$ cat src/rtl/sadc_pkg.sv
package sadc_pkg;
  localparam int unsigned LEAD_ZEROS = 4;

  typedef enum logic [1:0] {
    ST_IDLE  = 2'd0,
    ST_ACT   = 2'd1,
    ST_QUIET = 2'd2
  } sadc_state_e;

  function automatic int unsigned frame_len(input int unsigned width);
    return width + LEAD_ZEROS;
  endfunction
endpackage

$ cat src/rtl/sadc_sclk_gen.sv
module sadc_sclk_gen #(
  parameter int unsigned DIV = 2
) (
  input  logic clk_i,
  input  logic rst_ni,
  input  logic run_i,
  input  logic idle_lvl_i,
  output logic sclk_o,
  output logic cap_o,
  output logic ret_o
);
  localparam int unsigned DW = (DIV > 1) ? $clog2(DIV) : 1;

  logic [DW-1:0] div_q;
  logic          phase_q;
  logic          sclk_q;
  logic          tick;

  assign tick   = run_i && (div_q == DW'(DIV - 1));
  assign cap_o  = tick && !phase_q;
  assign ret_o  = tick && phase_q;
  assign sclk_o = sclk_q;

  always_ff @(posedge clk_i or negedge rst_ni) begin
    if (!rst_ni) begin
      div_q   <= '0;
      phase_q <= 1'b0;
      sclk_q  <= 1'b1;
    end else if (!run_i) begin
      div_q   <= '0;
      phase_q <= 1'b0;
      sclk_q  <= idle_lvl_i;
    end else if (tick) begin
      div_q   <= '0;
      phase_q <= ~phase_q;
      // phase 0 -> active level (capture edge), phase 1 -> back to rest
      sclk_q  <= phase_q ? idle_lvl_i : ~idle_lvl_i;
    end else begin
      div_q <= div_q + 1'b1;
    end
  end
endmodule

$ cat src/rtl/sadc_frame_shift.sv
module sadc_frame_shift #(
  parameter int unsigned N = 16
) (
  input  logic         clk_i,
  input  logic         rst_ni,
  input  logic         clr_i,
  input  logic         cap_i,
  input  logic         bit_i,
  output logic [N-1:0] word_o,
  output logic         done_o
);
  localparam int unsigned CW = $clog2(N + 1);

  logic [N-1:0]  sh_q;
  logic [CW-1:0] cnt_q;

  assign word_o = sh_q;
  assign done_o = (cnt_q == CW'(N));

  always_ff @(posedge clk_i or negedge rst_ni) begin
    if (!rst_ni) begin
      sh_q  <= '0;
      cnt_q <= '0;
    end else if (clr_i) begin
      sh_q  <= '0;
      cnt_q <= '0;
    end else if (cap_i) begin
      sh_q  <= {sh_q[N-2:0], bit_i};
      cnt_q <= cnt_q + 1'b1;
    end
  end
endmodule

$ cat src/rtl/sadc_quiet_tmr.sv
module sadc_quiet_tmr #(
  parameter int unsigned QW = 4
) (
  input  logic          clk_i,
  input  logic          rst_ni,
  input  logic          load_i,
  input  logic [QW-1:0] lim_i,
  output logic          expired_o
);
  logic [QW-1:0] cnt_q;
  logic [QW-1:0] lim_q;

  assign expired_o = (cnt_q == lim_q);

  always_ff @(posedge clk_i or negedge rst_ni) begin
    if (!rst_ni) begin
      cnt_q <= '0;
      lim_q <= '0;
    end else if (load_i) begin
      cnt_q <= '0;
      lim_q <= lim_i;
    end else if (!expired_o) begin
      cnt_q <= cnt_q + 1'b1;
    end
  end
endmodule

$ cat src/rtl/sadc_rd_master.sv
module sadc_rd_master
  import sadc_pkg::*;
#(
  parameter int unsigned DATA_W = 12,
  parameter int unsigned DIV    = 2,
  parameter int unsigned QW     = 4
) (
  input  logic              clk_i,
  input  logic              rst_ni,
  input  logic              start_i,
  input  logic              abort_i,
  input  logic              edge_mode_i,
  input  logic [QW-1:0]     quiet_cycles_i,
  input  logic              sdata_i,
  output logic              cs_no,
  output logic              sclk_o,
  output logic              busy_o,
  output logic              valid_o,
  output logic [DATA_W-1:0] result_o,
  output logic              frame_err_o
);
  localparam int unsigned N = frame_len(DATA_W);

  sadc_state_e       state_q;
  logic              mode_q;
  logic              cs_q;
  logic              valid_q;
  logic [DATA_W-1:0] result_q;
  logic              err_q;

  logic              run;
  logic              idle_lvl;
  logic              cap;
  logic              ret;
  logic              done;
  logic              frame_end;
  logic              quiet_load;
  logic              quiet_done;
  logic              start_ok;
  logic [N-1:0]      word;

  assign start_ok   = (state_q == ST_IDLE) && start_i;
  assign run        = (state_q == ST_ACT) && !abort_i;
  // rest level follows the live mode only while idle, then the latched one
  assign idle_lvl   = (state_q == ST_IDLE) ? ~edge_mode_i : ~mode_q;
  assign frame_end  = ret && done;
  assign quiet_load = (state_q == ST_ACT) && (abort_i || frame_end);

  sadc_sclk_gen #(.DIV(DIV)) u_sclk (
    .clk_i      (clk_i),
    .rst_ni     (rst_ni),
    .run_i      (run),
    .idle_lvl_i (idle_lvl),
    .sclk_o     (sclk_o),
    .cap_o      (cap),
    .ret_o      (ret)
  );

  sadc_frame_shift #(.N(N)) u_shift (
    .clk_i  (clk_i),
    .rst_ni (rst_ni),
    .clr_i  (start_ok),
    .cap_i  (cap),
    .bit_i  (sdata_i),
    .word_o (word),
    .done_o (done)
  );

  sadc_quiet_tmr #(.QW(QW)) u_quiet (
    .clk_i     (clk_i),
    .rst_ni    (rst_ni),
    .load_i    (quiet_load),
    .lim_i     (quiet_cycles_i),
    .expired_o (quiet_done)
  );

  always_ff @(posedge clk_i or negedge rst_ni) begin
    if (!rst_ni) begin
      state_q  <= ST_IDLE;
      mode_q   <= 1'b0;
      cs_q     <= 1'b1;
      valid_q  <= 1'b0;
      result_q <= '0;
      err_q    <= 1'b0;
    end else begin
      valid_q <= 1'b0;
      unique case (state_q)
        ST_IDLE: begin
          mode_q <= edge_mode_i;
          if (start_i) begin
            cs_q    <= 1'b0;
            state_q <= ST_ACT;
          end
        end
        ST_ACT: begin
          if (abort_i) begin
            cs_q    <= 1'b1;
            state_q <= ST_QUIET;
          end else if (frame_end) begin
            cs_q     <= 1'b1;
            valid_q  <= 1'b1;
            result_q <= word[DATA_W-1:0];
            err_q    <= |word[N-1:DATA_W];
            state_q  <= ST_QUIET;
          end
        end
        ST_QUIET: begin
          if (quiet_done) state_q <= ST_IDLE;
        end
        default: state_q <= ST_IDLE;
      endcase
    end
  end

  assign cs_no       = cs_q;
  assign busy_o      = (state_q != ST_IDLE);
  assign valid_o     = valid_q;
  assign result_o    = result_q;
  assign frame_err_o = err_q;
endmodule

$ cat config.mk
export PLATFORM = sky130hd
export DESIGN_NAME = sadc_rd_master
export DESIGN_NICKNAME = d
export VERILOG_FILES = /design/src/rtl/sadc_pkg.sv /design/src/rtl/sadc_sclk_gen.sv /design/src/rtl/sadc_frame_shift.sv /design/src/rtl/sadc_quiet_tmr.sv /design/src/rtl/sadc_rd_master.sv
export SDC_FILE = /design/constraint.sdc
export NUM_CORES = 1
export LEC_CHECK = 0
export ABC_AREA = 1
export BUFFER_PORTS_ARGS = -buffer_cell sky130_fd_sc_hd__buf_2
export CORE_ASPECT_RATIO = 0.7
export CORE_MARGIN = 2
export CORE_UTILIZATION = 57
export DETAILED_ROUTE_END_ITERATION = 10
export PLACE_DENSITY = 0.8
export SLEW_MARGIN = 10
export SYNTH_ARGS = -nofsm -noshare
export SYNTH_HDL_FRONTEND = slang
export SYNTH_SLANG_ARGS = --single-unit
$ cat constraint.sdc
create_clock -name clk_i -period 2.5 [get_ports clk_i]
set_clock_uncertainty 0.15 [all_clocks]
set_input_delay 0.5 -clock clk_i [delete_from_list [all_inputs] [get_ports clk_i]]
set_output_delay 0.5 -clock clk_i [all_outputs]
set_load 0.02 [all_outputs]
==> flow_summary.toml <==
[clock_network]
clkTransAtPathRegs_ns = 0.09
cts_resized = 0
cts_root_buf = "clkbuf_8"
clk_latency_ns = 0.30
htree_levels = 2
clk_path_buf_depth = 2
clkSinkCount = 50
cts_made_buffers = 5
cts_tree = "yes"

[sta]
fin_worst_hold_slack_ns = 0.236
setup_viol = 0
rsz0062_at_grt = "false"
tns_ns = 0
fin_crit_sh_pct = 77.6
slew_headroom_pct = 61.5
fmax_mhz = 515
period_needed_ns = 1.94
hold_viol_final = 0
worstMarginPinSlew_ns = 0.575
finalMaxSlewViolations = 0

[global_routing]
grt_antenna_before_repair = 0
grt_pass1_wl_mm = 6.70
grtUsageTotal_pct = 19.6
grt_max_degree = 29
grt-ovfl-total = 0
grt_pass1_vias = 1492

[die]
coreArea_sq_mm = 0.00387
ioPinCount = 27
start_util_pct = 58.4
rows = 19
die_area_sq_mm = 0.00450
fp.dieH_um = 56.7
fp.dieW_um = 79.3

[status]
status = "complete, no violations"

[pwr]
pwr-share-seq_pct = 48.2
switching_share_pct = 36.3
power.density_mw_per_mm2 = 845
clkPwrFrac_pct = 22.9
netSwitchingPower_uw = 772
p_int_uw = 1360
vdd_drop_max_uv = 553
p_leak_uw = 0.00133
power.total_uw = 2130
share_comb_of_total_power_pct = 28.9

[detailed_routing]
route.antenna.remaining_nets = 0
drt-initial-drc-count = 89
wl_mm = 3.87
drt_first_pass_iters = 4
drc = 0
vias = 1641
wire_per_inst_um = 11.6
via_per_inst = 4.93

[yosys]
synth_compound_area_share_pct = 10.6
avgSynthCellArea_sq_um = 9.02
yosysTopAreaCellShare_pct = 53.1
synth_area_leaders = "dfrtp_1 (53%), nand2_1 (10%), nand3_1 (6.9%), inv_1 (5.8%), o21ai_2 (4.6%)"
synth-async-reset-ratio_pct = 100
synth_area_leader_cell = "dfrtp_1"
synth_top_family_by_area = "simple AND/OR/NAND/NOR gates"
ys_types = 23
synthesis.nets = 264
ys_seq_elements = 50
synth-xor-area-share_pct = 0.387
synth_simple_gate_area_share_pct = 23.7
netlist_instances = 251
synthAdderAreaFrac_pct = 1.66
yosysMostFrequentCell = "nand2_1"
yosysSeqAreaShare_pct = 55.4
synth_mux_area_share_pct = 0
netlist_area_sq_mm = 0.00226
synth_flop_cell = "dfrtp_1"
yosys-top-cells-count = "nand2_1 (63), dfrtp_1 (48), inv_1 (35), nand3_1 (31), o21ai_0 (17)"
yosys_warnings = 0
synth_edf_count = 0

[setup_path]
end_kind = "flop"
arrival_ns = 1.97
worstSetupStartpointType = "flop"
crit_required_ns = 2.53
cp_max_fo = 27
path_class = "reg -> reg"

[final_layout]
layout-drive-gt1-share_pct = 21.4
area_growth_pct = 11.3
num_antenna_cells = 0
instances_no_fill = 333
layout.nets = 293

[place]
dp_hpwl_mm = 2.70
place_congestion = 0.781
dp_cells = 324
port_buffers = 26

[min_path]
hp-class = "in -> reg"

[job]
cap_viol_max_count = 0
worst max-delay path, cell delays in order, from the launching register on:
cell and delay, ns:
dfrtp_1 0.41, inv_1 0.09, ha_1 0.15, inv_1 0.03
nor2_1 0.12, inv_1 0.09, nor2_4 0.15, nand2_2 0.35
nand2_1 0.20, o21ai_2 0.07
flip-flops by register name, indices dropped and copies added, names as in the netlist:
name / count
u_shift.word_o: 16
result_o: 12
u_shift.cnt_q: 5
u_quiet.cnt_q: 4
u_quiet.lim_q: 4
state_q: 2
cs_no: 1
frame_err_o: 1
mode_q: 1
u_sclk.div_q: 1
u_sclk.phase_q: 1
u_sclk.sclk_o: 1
valid_o: 1
path summary, 6_finish.rpt:
path,slack (ns),startpoint,endpoint,cells past startpoint
max,0.56,u_shift.cnt_q[0],result_o[8],9
min reg2reg,0.32,u_sclk.sclk_o,u_sclk.sclk_o,2
max in group asynchronous,1.03,rst_ni,u_sclk.sclk_o,3
min,0.24,quiet_cycles_i[1],u_quiet.lim_q[1],3
max reg2reg,0.56,u_shift.cnt_q[0],result_o[8],9
min in group asynchronous,0.53,rst_ni,result_o[8],2
layer usage:
layer	vias to the layer above	track usage [%]	routed length [um]	share of wire, %
met5	-	0	0	0
li1	857	-	-	-
met1	751	26.9	1990	51
met2	28	29.2	1670	43
met4	0	8.87	60	1.5
met3	5	5.31	151	3.9
per-stage QoR:
| stage | cell area (sq um) | worst slack [ns] | utilization [%] |
|---|---|---|---|
| 2_1_floorplan | 2260 | 0.923 | - |
| 3_3_place_gp | 2420 | 0.654 | 62.4 |
| 3_5_place_dp | 2420 | 0.584 | 62.4 |
| 4_1_cts | 2520 | 0.557 | 65.0 |
| 5_1_grt | 2520 | 0.362 | 65.0 |
| 6_report | 2520 | 0.560 | 65.0 |
power by group through the flow:
stage          logic, uW  clock network, uW  registers (uW)
6_report             615                487            1030
5_1_grt              717                532            1040
4_1_cts              621                494            1020
2_1_floorplan        461                  0            1040
3_3_place_gp         597                  0            1040
3_5_place_dp         617                  0            1040
cells in the final DEF (no fill, tap or decap):
master,count
buf_4,2
o21ai_0,17
nor3_2,1
nand3_1,31
a21oi_1,6
nor3_1,1
clkbuf_1,1
ha_1,3
dfrtp_1,48
clkbuf_8,6
nor4_1,1
clkinv_2,1
xnor2_1,1
dlygate4sd3_1,1
nor2_4,3
o21ai_2,12
inv_1,35
nand2_2,5
nand4_1,1
nand2_1,63
nand2_4,1
buf_2,26
o31ai_1,1
o21bai_2,1
dfstp_2,2
nor2_1,11
repair_timing:
| item | 4_1_cts | 5_1_grt |
|---|---|---|
| setup buffers | 0 | 0 |
| endpoints found under the hold margin | 18 | 0 |
| hold buffers | 1 | 0 |
layout make-up:
cell class / instances / area, sq um
Clock buffer: 7 / 86.3
Tap cell: 52 / 65.1
Clock inverter: 1 / 5.00
Inverter: 35 / 131
Multi-Input combinational cell: 159 / 822
Sequential cell: 50 / 1250
Timing Repair Buffer: 29 / 155
Fill cell: 317 / 1360
logic make-up (layout without fill, tap and decap cells):
family / after synthesis / after routing
AO/OA/AOI/OAI: 37 / 37
XOR/XNOR: 1 / 1
adder cells (fa/ha/maj): 3 / 3
buffers and inverters: 42 / 72
flip-flops: 50 / 50
AND/OR/NAND/NOR: 118 / 118
Note: power is estimated with default switching activity, not from simulation.
